==> src/rtl/irq_lvl_pkg.sv <==
package irq_lvl_pkg;
  localparam int unsigned LINES_DEF  = 32;
  localparam int unsigned LEVELS_DEF = 6;
  localparam int unsigned LVL_W_DEF  = 3;

  typedef enum logic [1:0] {
    SEL_ENABLE = 2'd0,
    SEL_SET    = 2'd1,
    SEL_CLEAR  = 2'd2,
    SEL_NONE   = 2'd3
  } reg_sel_e;

  // default map: line i -> level (i mod LEVELS) + 1
  function automatic logic [LINES_DEF*LVL_W_DEF-1:0] spread_levels();
    logic [LINES_DEF*LVL_W_DEF-1:0] r;
    r = '0;
    for (int i = 0; i < int'(LINES_DEF); i++) begin
      r[i*LVL_W_DEF +: LVL_W_DEF] = LVL_W_DEF'((i % int'(LEVELS_DEF)) + 1);
    end
    return r;
  endfunction
endpackage

==> src/rtl/irq_src_map.sv <==
module irq_src_map #(
  parameter int unsigned N_LINES  = 32,
  parameter int unsigned N_IRQ    = 24,
  parameter int unsigned N_TIMERS = 3,
  parameter logic [N_TIMERS*8-1:0] TIMER_LINE = {8'd30, 8'd16, 8'd7}
) (
  input  logic [N_LINES-1:0]  lines_i,
  input  logic [N_TIMERS-1:0] timer_i,
  output logic [N_LINES-1:0]  raw_o
);
  for (genvar i = 0; i < N_LINES; i++) begin : g_line
    if (i < N_IRQ) begin : g_live
      logic t_hit;
      always_comb begin
        t_hit = 1'b0;
        for (int t = 0; t < int'(N_TIMERS); t++) begin
          if (TIMER_LINE[t*8 +: 8] == 8'(i)) t_hit = t_hit | timer_i[t];
        end
      end
      assign raw_o[i] = lines_i[i] | t_hit;
    end else begin : g_dead
      assign raw_o[i] = 1'b0;
    end
  end
endmodule

==> src/rtl/irq_pending_reg.sv <==
module irq_pending_reg
  import irq_lvl_pkg::*;
#(
  parameter int unsigned N_LINES = 32,
  parameter int unsigned N_IRQ   = 24,
  parameter logic [N_LINES-1:0] EDGE_LINES = 32'hFFFF_0000
) (
  input  logic               clk_i,
  input  logic               rst_ni,
  input  logic [N_LINES-1:0] raw_i,
  input  logic               we_i,
  input  reg_sel_e           sel_i,
  input  logic [N_LINES-1:0] wdata_i,
  output logic [N_LINES-1:0] pend_q_o,
  output logic [N_LINES-1:0] en_q_o,
  output logic [N_LINES-1:0] pend_nxt_o,
  output logic [N_LINES-1:0] en_nxt_o
);
  localparam logic [N_LINES-1:0] VALID_M = (N_IRQ >= N_LINES) ? {N_LINES{1'b1}}
                                         : N_LINES'((64'd1 << N_IRQ) - 64'd1);
  localparam logic [N_LINES-1:0] EDGE_V = EDGE_LINES & VALID_M;
  localparam logic [N_LINES-1:0] LVL_V  = ~EDGE_LINES & VALID_M;

  logic [N_LINES-1:0] pend_q, en_q, set_w, clr_w, edge_nxt;

  always_comb begin
    set_w      = (we_i && sel_i == SEL_SET)   ? wdata_i : '0;
    clr_w      = (we_i && sel_i == SEL_CLEAR) ? wdata_i : '0;
    en_nxt_o   = (we_i && sel_i == SEL_ENABLE) ? wdata_i : en_q;
    // input set wins over a same-cycle clear
    edge_nxt   = ((pend_q & ~clr_w) | set_w | raw_i) & EDGE_V;
    pend_nxt_o = edge_nxt | (raw_i & LVL_V);
  end

  always_ff @(posedge clk_i or negedge rst_ni) begin
    if (!rst_ni) begin
      pend_q <= '0;
      en_q   <= '0;
    end else begin
      pend_q <= pend_nxt_o;
      en_q   <= en_nxt_o;
    end
  end

  assign pend_q_o = pend_q;
  assign en_q_o   = en_q;

  a_r4_raw_sets: assert property (@(posedge clk_i) disable iff (!rst_ni)
    (|raw_i) |=> ((pend_q & $past(raw_i)) == $past(raw_i)));

  a_r5_level_tracks: assert property (@(posedge clk_i) disable iff (!rst_ni)
    (|(raw_i & LVL_V) || |(pend_q & LVL_V)) |=> (((pend_q ^ $past(raw_i)) & LVL_V) == '0));

  a_r6_edge_hold: assert property (@(posedge clk_i) disable iff (!rst_ni)
    !(we_i && sel_i == SEL_CLEAR) |=> ((pend_q & $past(pend_q) & EDGE_V) == ($past(pend_q) & EDGE_V)));

  a_r7_dead_lines: assert property (@(posedge clk_i) disable iff (!rst_ni)
    (pend_q & ~VALID_M) == '0);
endmodule

==> src/rtl/irq_level_mask.sv <==
module irq_level_mask #(
  parameter int unsigned N_LINES  = 32,
  parameter int unsigned N_LEVELS = 6,
  parameter int unsigned LVL_W    = 3,
  parameter logic [N_LINES*LVL_W-1:0] LINE_LEVEL = irq_lvl_pkg::spread_levels()
) (
  input  logic [N_LINES-1:0]  cand_i,
  output logic [N_LEVELS-1:0] hit_o
);
  for (genvar l = 0; l < N_LEVELS; l++) begin : g_lvl
    logic [N_LINES-1:0] member;
    for (genvar i = 0; i < N_LINES; i++) begin : g_bit
      assign member[i] = (LINE_LEVEL[i*LVL_W +: LVL_W] == LVL_W'(l + 1));
    end
    assign hit_o[l] = |(cand_i & member);
  end
endmodule

==> src/rtl/irq_level_pick.sv <==
module irq_level_pick #(
  parameter int unsigned N_LEVELS = 6,
  parameter int unsigned LVL_W    = 3
) (
  input  logic [N_LEVELS-1:0] hit_i,
  input  logic [LVL_W-1:0]    thr_i,
  output logic [LVL_W-1:0]    level_o
);
  // ascending scan, last qualifying level wins = highest
  always_comb begin
    level_o = '0;
    for (int l = 1; l <= int'(N_LEVELS); l++) begin
      if (hit_i[l-1] && (LVL_W'(l) > thr_i)) level_o = LVL_W'(l);
    end
  end
endmodule

==> src/rtl/irq_level_resolver.sv <==
module irq_level_resolver
  import irq_lvl_pkg::*;
#(
  parameter int unsigned N_LINES  = 32,
  parameter int unsigned N_IRQ    = 24,
  parameter int unsigned N_LEVELS = 6,
  parameter int unsigned LVL_W    = 3,
  parameter int unsigned N_TIMERS = 3,
  parameter logic [N_LINES*LVL_W-1:0] LINE_LEVEL = spread_levels(),
  parameter logic [N_LINES-1:0]       EDGE_LINES = 32'hFFFF_0000,
  parameter logic [N_TIMERS*8-1:0]    TIMER_LINE = {8'd30, 8'd16, 8'd7}
) (
  input  logic                clk_i,
  input  logic                rst_ni,
  input  logic [N_LINES-1:0]  irq_lines_i,
  input  logic [N_TIMERS-1:0] timer_match_i,
  input  logic                reg_we_i,
  input  logic [1:0]          reg_sel_i,
  input  logic [N_LINES-1:0]  reg_wdata_i,
  input  logic [LVL_W-1:0]    threshold_i,
  output logic                irq_req_o,
  output logic [LVL_W-1:0]    irq_level_o
);
  logic [N_LINES-1:0]  raw, pend_q, en_q, pend_nxt, en_nxt;
  logic [N_LEVELS-1:0] hit;
  logic [LVL_W-1:0]    win, level_q;
  logic                req_q;

  irq_src_map #(
    .N_LINES(N_LINES), .N_IRQ(N_IRQ), .N_TIMERS(N_TIMERS), .TIMER_LINE(TIMER_LINE)
  ) u_src (
    .lines_i(irq_lines_i), .timer_i(timer_match_i), .raw_o(raw)
  );

  irq_pending_reg #(
    .N_LINES(N_LINES), .N_IRQ(N_IRQ), .EDGE_LINES(EDGE_LINES)
  ) u_pend (
    .clk_i(clk_i), .rst_ni(rst_ni), .raw_i(raw), .we_i(reg_we_i),
    .sel_i(reg_sel_e'(reg_sel_i)), .wdata_i(reg_wdata_i),
    .pend_q_o(pend_q), .en_q_o(en_q), .pend_nxt_o(pend_nxt), .en_nxt_o(en_nxt)
  );

  // resolve on next-state so the outputs lag the cause by one edge
  irq_level_mask #(
    .N_LINES(N_LINES), .N_LEVELS(N_LEVELS), .LVL_W(LVL_W), .LINE_LEVEL(LINE_LEVEL)
  ) u_mask (
    .cand_i(pend_nxt & en_nxt), .hit_o(hit)
  );

  irq_level_pick #(.N_LEVELS(N_LEVELS), .LVL_W(LVL_W)) u_pick (
    .hit_i(hit), .thr_i(threshold_i), .level_o(win)
  );

  always_ff @(posedge clk_i or negedge rst_ni) begin
    if (!rst_ni) begin
      level_q <= '0;
      req_q   <= 1'b0;
    end else begin
      level_q <= win;
      req_q   <= (win != '0);
    end
  end

  assign irq_req_o   = req_q;
  assign irq_level_o = level_q;

  a_r1_needs_cand: assert property (@(posedge clk_i) disable iff (!rst_ni)
    irq_req_o |-> (|(pend_q & en_q)));

  a_r2_above_thr: assert property (@(posedge clk_i) disable iff (!rst_ni)
    irq_req_o |-> (irq_level_o > $past(threshold_i)));

  a_r3_idle_zero: assert property (@(posedge clk_i) disable iff (!rst_ni)
    (irq_level_o == '0) |-> !irq_req_o);

  a_r3_no_cand_idle: assert property (@(posedge clk_i) disable iff (!rst_ni)
    ((pend_q & en_q) == '0) |-> !irq_req_o);
endmodule

==> config.mk <==
export PLATFORM = sky130hd
export DESIGN_NAME = irq_level_resolver
export DESIGN_NICKNAME = d
export VERILOG_FILES = /design/src/rtl/irq_lvl_pkg.sv /design/src/rtl/irq_src_map.sv /design/src/rtl/irq_pending_reg.sv /design/src/rtl/irq_level_mask.sv /design/src/rtl/irq_level_pick.sv /design/src/rtl/irq_level_resolver.sv
export SDC_FILE = /design/constraint.sdc
export NUM_CORES = 1
export LEC_CHECK = 0
export BUFFER_PORTS_ARGS = -buffer_cell sky130_fd_sc_hd__buf_2
export CAP_MARGIN = 15
export CORE_MARGIN = 1.5
export CORE_UTILIZATION = 50
export DETAILED_ROUTE_END_ITERATION = 7
export PLACE_DENSITY_LB_ADDON = 0.08
export SLEW_MARGIN = 20
export SYNTH_ARGS = -nofsm -noshare
export SYNTH_HDL_FRONTEND = slang
export SYNTH_SLANG_ARGS = --single-unit
==> constraint.sdc <==
create_clock -name clk_i -period 4.8 [get_ports clk_i]
set_clock_uncertainty 0.1 [all_clocks]
set_input_delay 0.96 -clock clk_i [delete_from_list [all_inputs] [get_ports clk_i]]
set_output_delay 0.96 -clock clk_i [all_outputs]
set_load 0.02 [all_outputs]
# Word level (Yosys, flattened, before mapping)
# Cells that the tools add are included.
totals:
  regBits: 60
  in_bits: 75
  output_inout_bits: 4
  word_cells: 46
op_classes:
  n_lt_le_gt_ge: 6
  eq_ne: 2
  mux: 9
  n_bitwise: 8
  n_reduce_logical: 17
op_table:
  columns: ["operator", "count"]
  rows:
  - ["two-way mux 24 bit", 2]
  - ["OR 24 bit", 2]
  - ["bitwise AND 24 x 32 -> 32 bit", 1]
  - ["two-way mux 32 bit", 1]
  - ["bitwise AND 24 bit", 1]
  - ["NOT 24 bit", 1]
  - ["OR 24 x 16 -> 24 bit", 1]
  - ["OR reduction 5 bit", 4]
  - ["OR reduction 6 bit", 2]
  - ["> comparator 3 bit, first input constant", 3]
  - ["logical AND 1 bit", 9]
  - ["two-way mux 3 bit", 3]
  - ["> comparator 2 x 3 -> 1 bit, first input constant", 2]
  - ["two-way mux 2 bit", 2]
  - ["> comparator 1 x 3 -> 1 bit, first input constant", 1]
  - ["nonzero test 3 bit", 1]
  - ["== test 2 x 1 -> 1 bit, second input constant", 1]
  - ["== test 2 bit, second input constant", 1]
  - ["logical NOT 2 bit", 1]
  - ["OR 1 bit", 2]
  - ["two-way mux 1 bit", 1]

# Logic depth before layout (Yosys ltp)
depth:
  word_depth: 18
  depth_mapped: 8
  mapped_depth_nobuf: 6

# Modules after synthesis
# Synthesis repeated with hierarchy kept, for this count alone.
unflattened:
  hier_cells: 263
  area_unflattened_um2: 3103.0
modules_own_cells:
  columns: ["module", "n_inst", "cells_each", "area_each_um2", "seq_area_each_um2"]
  rows:
  - ["irq_pending_reg", 1, 160, 2379.8, 1401.3]
  - ["irq_level_resolver", 1, 37, 306.5, 100.1]
  - ["irq_src_map", 1, 33, 241.5, 0.0]
  - ["irq_level_pick", 1, 15, 97.6, 0.0]
  - ["irq_level_mask", 1, 18, 77.6, 0.0]

# Worst setup path after synthesis
# No wires, ideal clock.
synth_path:
  path_kind: "input port to flip-flop"
  startpoint: "input port reg_sel_i[0]"
  endpoint: "register level_q[0], in the netlist irq_level_o[0]"
  setup_ns: 0.121
  arrival_ns: 2.557
  t_required_ns: 4.579
  setup_slack_ns: 2.022
  cell_stages: 8
  n_path_buf: 2
  path_cell_list: "nor3b_4 -> buf_6 -> buf_12 -> mux2_2 -> a22oi_1 -> nand3_1 -> a31o_2 -> a22o_1"
synth_via:
  elab_cells_between_ends: 33
  cone_classes: "2 x eq/ne; 9 x mux; 6 x bitwise; 16 x reduce/logical"
synth_lines:
  columns: ["element", "line", "text"]
  rows:
  - ["start, declared", "irq_level_resolver.sv:18", "input logic [1:0] reg_sel_i,"]
  - ["logical NOT 2 bit", "irq_pending_reg.sv:29", "en_nxt_o = (we_i && sel_i == SEL_ENABLE) ? wdata_i : en_q;"]
  - ["logical AND 1 bit", "irq_pending_reg.sv:29", null]
  - ["two-way mux 32 bit", "irq_pending_reg.sv:29", null]
  - ["via en_nxt[6]", "irq_level_resolver.sv:24", "logic [N_LINES-1:0] raw, pend_q, en_q, pend_nxt, en_nxt;"]
  - ["bitwise AND 24 x 32 -> 32 bit", "irq_level_resolver.sv:47", ".cand_i(pend_nxt & en_nxt), .hit_o(hit)"]
  - ["OR reduction 6 bit", "irq_level_mask.sv:15", "assign hit_o[l] = |(cand_i & member);"]
  - ["logical AND 1 bit", "irq_level_pick.sv:13", "if (hit_i[l-1] && (LVL_W'(l) > thr_i)) level_o = LVL_W'(l);"]
  - ["two-way mux 1 bit", "irq_level_pick.sv:13", null]
  - ["two-way mux 2 bit (2 in a row)", "irq_level_pick.sv:13", null]
  - ["two-way mux 3 bit (3 in a row)", "irq_level_pick.sv:13", null]
  - ["via u_pick.level_o[0]", "irq_level_pick.sv:7", "output logic [LVL_W-1:0] level_o"]
  - ["end signal, assigned", "irq_level_resolver.sv:59", "level_q <= win;"]
  - ["end, declared", "irq_level_resolver.sv:26", "logic [LVL_W-1:0] win, level_q;"]
# The timed path passes the listed nets, and every way through them passes these cells.

# Worst setup path in the final report
layout_path:
  startpoint: "input port reg_we_i"
  endpoint: "register req_q, in the netlist irq_req_o"
layout_via:
  elab_cells_between_ends: 31
  cone_classes: "9 x mux; 6 x bitwise; 16 x reduce/logical"
layout_lines:
  columns: ["element", "line", "text"]
  rows:
  - ["start, declared", "irq_level_resolver.sv:17", "input logic reg_we_i,"]
  - ["logical AND 1 bit", "irq_pending_reg.sv:29", null]
  - ["two-way mux 32 bit", "irq_pending_reg.sv:29", null]
  - ["via en_nxt[1]", "irq_level_resolver.sv:24", null]
  - ["bitwise AND 24 x 32 -> 32 bit", "irq_level_resolver.sv:47", null]
  - ["OR reduction 6 bit", "irq_level_mask.sv:15", null]
  - ["logical AND 1 bit", "irq_level_pick.sv:13", null]
  - ["two-way mux 2 bit (2 in a row)", "irq_level_pick.sv:13", null]
  - ["two-way mux 3 bit (3 in a row)", "irq_level_pick.sv:13", null]
  - ["nonzero test 3 bit", "irq_level_resolver.sv:60", "req_q <= (win != '0);"]
  - ["end signal, assigned", "irq_level_resolver.sv:60", null]
  - ["end, declared", "irq_level_resolver.sv:27", "logic req_q;"]
# The timed path passes the listed nets, and every way through them passes these cells.

==> run metrics <==
result of the run completed; worst min-delay path category register to register; most used standard cell by instance count after synthesis sky130_fd_sc_hd__dfrtp_1; number of enable-type register cells in the synthesized netlist 0; total inserted antenna cells 0; core outline area 0.00334 sq mm; area share of and/or/nand/nor cells after synthesis 0.109; Synth area leaders sky130_fd_sc_hd__dfrtp_1, sky130_fd_sc_hd__mux2_2, sky130_fd_sc_hd__mux2i_1, sky130_fd_sc_hd__nand3_1, sky130_fd_sc_hd__a21o_1; hold_buf cts 0; maximum fanout encountered on the critical timing path 14; number of maximum-capacitance constraint violations 0; clock tree from TritonCTS built; initial DRC count 30; start-to-end type of the worst setup path primary input to register; startpoint type of the worst setup path primary input; pin count of the biggest net entering global routing 37; synthesized cell area 0.00173 sq mm; setup TNS 0 ns; unrepaired setup endpoints after global routing false; Syn-to-layout area delta 22.8%; residual overflow from global routing 0; clock edge transition at the registers on the reported setup and hold paths 0.11 ns; internal power of the cells 0.498 mW; number of vias in the routed layout 1376; most used standard cells in the synthesized netlist sky130_fd_sc_hd__dfrtp_1, sky130_fd_sc_hd__mux2_2, sky130_fd_sc_hd__inv_1, sky130_fd_sc_hd__nand3_1, sky130_fd_sc_hd__nand2_1; Synth top area share 0.522; capturing element type of the critical path register; register bit total from synthesis 36; share of layout cells above drive strength 1 0.452; clock sink total 36; ratio of final minimum period to clock period 0.625; drt wl/cell 14.7 um; stage delay of the slowest cell on the critical path 0.47 ns; required arrival time at the worst endpoint 4.91 ns; setup bufs post-CTS 0; ys flop type sky130_fd_sc_hd__dfrtp_1; buffers added on ports 61; hold depth 2; vias in the first global route 1368; footprint of the multi-input gates 748 sq um; Gate Count Post-Synth 144; number of levels the H-tree was split into 2; clock tree root buffer cell sky130_fd_sc_hd__clkbuf_4; Mapped Avg Cell Area 12.0 sq um; power density normalized to cell area 324 mW/mm^2; Cell Rows 21; switching power of the nets 0.189 mW; IO Count 79; largest buffer count on any clock path 2; DR vias/cell 5.38; Yosys top cell by area sky130_fd_sc_hd__dfrtp_1; final number of max-transition violations 0; CP Data Arrival Time 3.11 ns; y dimension of the die 61.8 um; Critical Path Slowest Stage Cell sky130_fd_sc_hd__a221oi_1; proportion of register bits with asynchronous set or reset after synthesis 1.00; Detailed Route WL 3760 um; adder-cell share of the synthesized area 0; maximum vdd ir drop 0.229 mV; Final Setup Violations 0; antenna violations before repair 0; Die Outline Area 0.00381 sq mm; GRT Total Usage 0.209; router iterations before antenna repair 4; DIE WIDTH 61.8 um; sequential cell area 901 sq um; filler instances 308; post-route DRC violation count 0; leakage power 0.981 nW; global-route wire length before repair 5640 um; count of instances resized after the clock tree is built 0; post-synth net total 219; relative slew slack 0.471; highest clock rate 0.333 GHz; number of nets with antenna violations after detailed routing 0; CP Cell Sequence buf_2, nor3b_4, buf_4, mux2_2, a22o_1, a221oi_1, o21ba_2, nand4_1; effective utilization at floorplan 0.517; Synthesis Warnings 0; length in cells of the worst reg-to-reg path 6; synth unique cells 40; Hold Worst Slack 0.384 ns; Final Wtd Congestion 0.837; clock network latency to the later pin of the worst-skew pair 0.34 ns; final hold violation count 0; Gate power share 0.232; Flop pwr share 0.523; clock buffer count from CTS 5; nets 284; multiplexer share of the synthesized area 0.155; synthesized-area fraction occupied by ao, oa, aoi and oai cells 0.169; actual transition at the worst max-transition pin 0.793 ns; Final HPWL DP 2830 um; share of total power consumed by net switching 0.276; combinational family with the most area after synthesis compound AO/OA/AOI/OAI gates; clock network fraction of design power 0.245; area share of xor/xnor cells in the synthesized design 0; share of synthesized area occupied by flip-flops and latches 0.522; Min Clock Period, post-route 3.00 ns
## cell families after synthesis
family / after synthesis
AOI/OAI and AO/OA: 37
DFF: 36
and+or+nand+nor: 33
muxes: 24
buffers and inverters: 14
## power by group through the flow
stage | logic, mW | clock network, mW | registers (mW)
2_1_floorplan | 0.0965 | 0 | 0.369
3_3_place_gp | 0.153 | 0 | 0.363
3_5_place_dp | 0.161 | 0 | 0.366
4_1_cts | 0.161 | 0.172 | 0.360
5_1_grt | 0.178 | 0.184 | 0.364
6_report | 0.159 | 0.168 | 0.360
## metrics by stage
stage	instance area [sq um]	power (mW)	util	worst slack (ns)	cells
floorplan	1730	0.466	-	2.02	144
global placement	2060	0.516	0.618	1.54	248
detailed placement	2060	0.527	0.618	1.44	248
CTS	2120	0.693	0.635	1.79	256
global route	2120	0.725	0.635	1.66	256
finish	2120	0.688	0.635	1.80	256
## layer usage
metal / track usage / vias up / wire (um)
li1: - / 663 / -
met1: 0.231 / 661 / 1520
met2: 0.383 / 43 / 1990
met3: 0.0455 / 9 / 175
met4: 0.0912 / 0 / 76
met5: 0 / - / 0
## layout by cell type (no fill, tap or decap), types with 2 or more instances in the layout
master	n
sky130_fd_sc_hd__buf_2	61
sky130_fd_sc_hd__dfrtp_1	36
sky130_fd_sc_hd__mux2_2	17
sky130_fd_sc_hd__nand3_1	9
sky130_fd_sc_hd__inv_1	9
sky130_fd_sc_hd__nand2_1	8
sky130_fd_sc_hd__a21oi_1	5
sky130_fd_sc_hd__a21o_1	5
sky130_fd_sc_hd__mux2i_1	5
sky130_fd_sc_hd__clkbuf_4	5
sky130_fd_sc_hd__a31oi_1	4
sky130_fd_sc_hd__and2_1	3
sky130_fd_sc_hd__a22o_1	3
sky130_fd_sc_hd__a221oi_1	2
sky130_fd_sc_hd__a221o_1	2
sky130_fd_sc_hd__a211oi_1	2
sky130_fd_sc_hd__o21ba_2	2
sky130_fd_sc_hd__nand2b_1	2
sky130_fd_sc_hd__or2_2	2
sky130_fd_sc_hd__a222oi_1	2
sky130_fd_sc_hd__o21ai_0	2
sky130_fd_sc_hd__a22oi_1	2
sky130_fd_sc_hd__nor2_1	2
sky130_fd_sc_hd__clkbuf_1	2
sky130_fd_sc_hd__buf_4	2
## worst max-delay path, delay by kind of cell
kind / cells / cell delay (ns)
multiplexers: 1 / 0.37
AO/OA/AOI/OAI: 3 / 0.94
AND/OR/NAND/NOR: 2 / 0.35
buffers and inverters: 2 / 0.50
## state kept, by name (all words and copies together) (netlist names)
| signal | flops |
|---|---|
| irq_level_o | 3 |
| u_pend.pend_q_o | 8 |
| u_pend.en_q_o | 24 |
| irq_req_o | 1 |
## worst paths after layout
| check | slack, ns | from | end |
|---|---|---|---|
| setup / recovery | 1.80 | reg_we_i | irq_req_o |
| hold / removal | 0.38 | u_pend.en_q_o[17] | u_pend.en_q_o[17] |
| setup reg to reg | 2.88 | u_pend.pend_q_o[19] | irq_req_o |
| hold reg to reg | 0.38 | u_pend.en_q_o[17] | u_pend.en_q_o[17] |
| max in group asynchronous | 3.50 | rst_ni | u_pend.pend_q_o[21] |
| min in group asynchronous | 0.60 | rst_ni | u_pend.pend_q_o[16] |
## layout make-up
| cell class | count | area share |
|---|---|---|
| clock buffers | 8 | 0.0277 |
| flip-flops and latches | 36 | 0.425 |
| multi-input cells | 94 | 0.353 |
| repair buffers | 63 | 0.151 |
| inverters | 9 | 0.0159 |
| well taps | 46 | 0.0272 |
No activity file was read; power rests on OpenSTA's default activity.
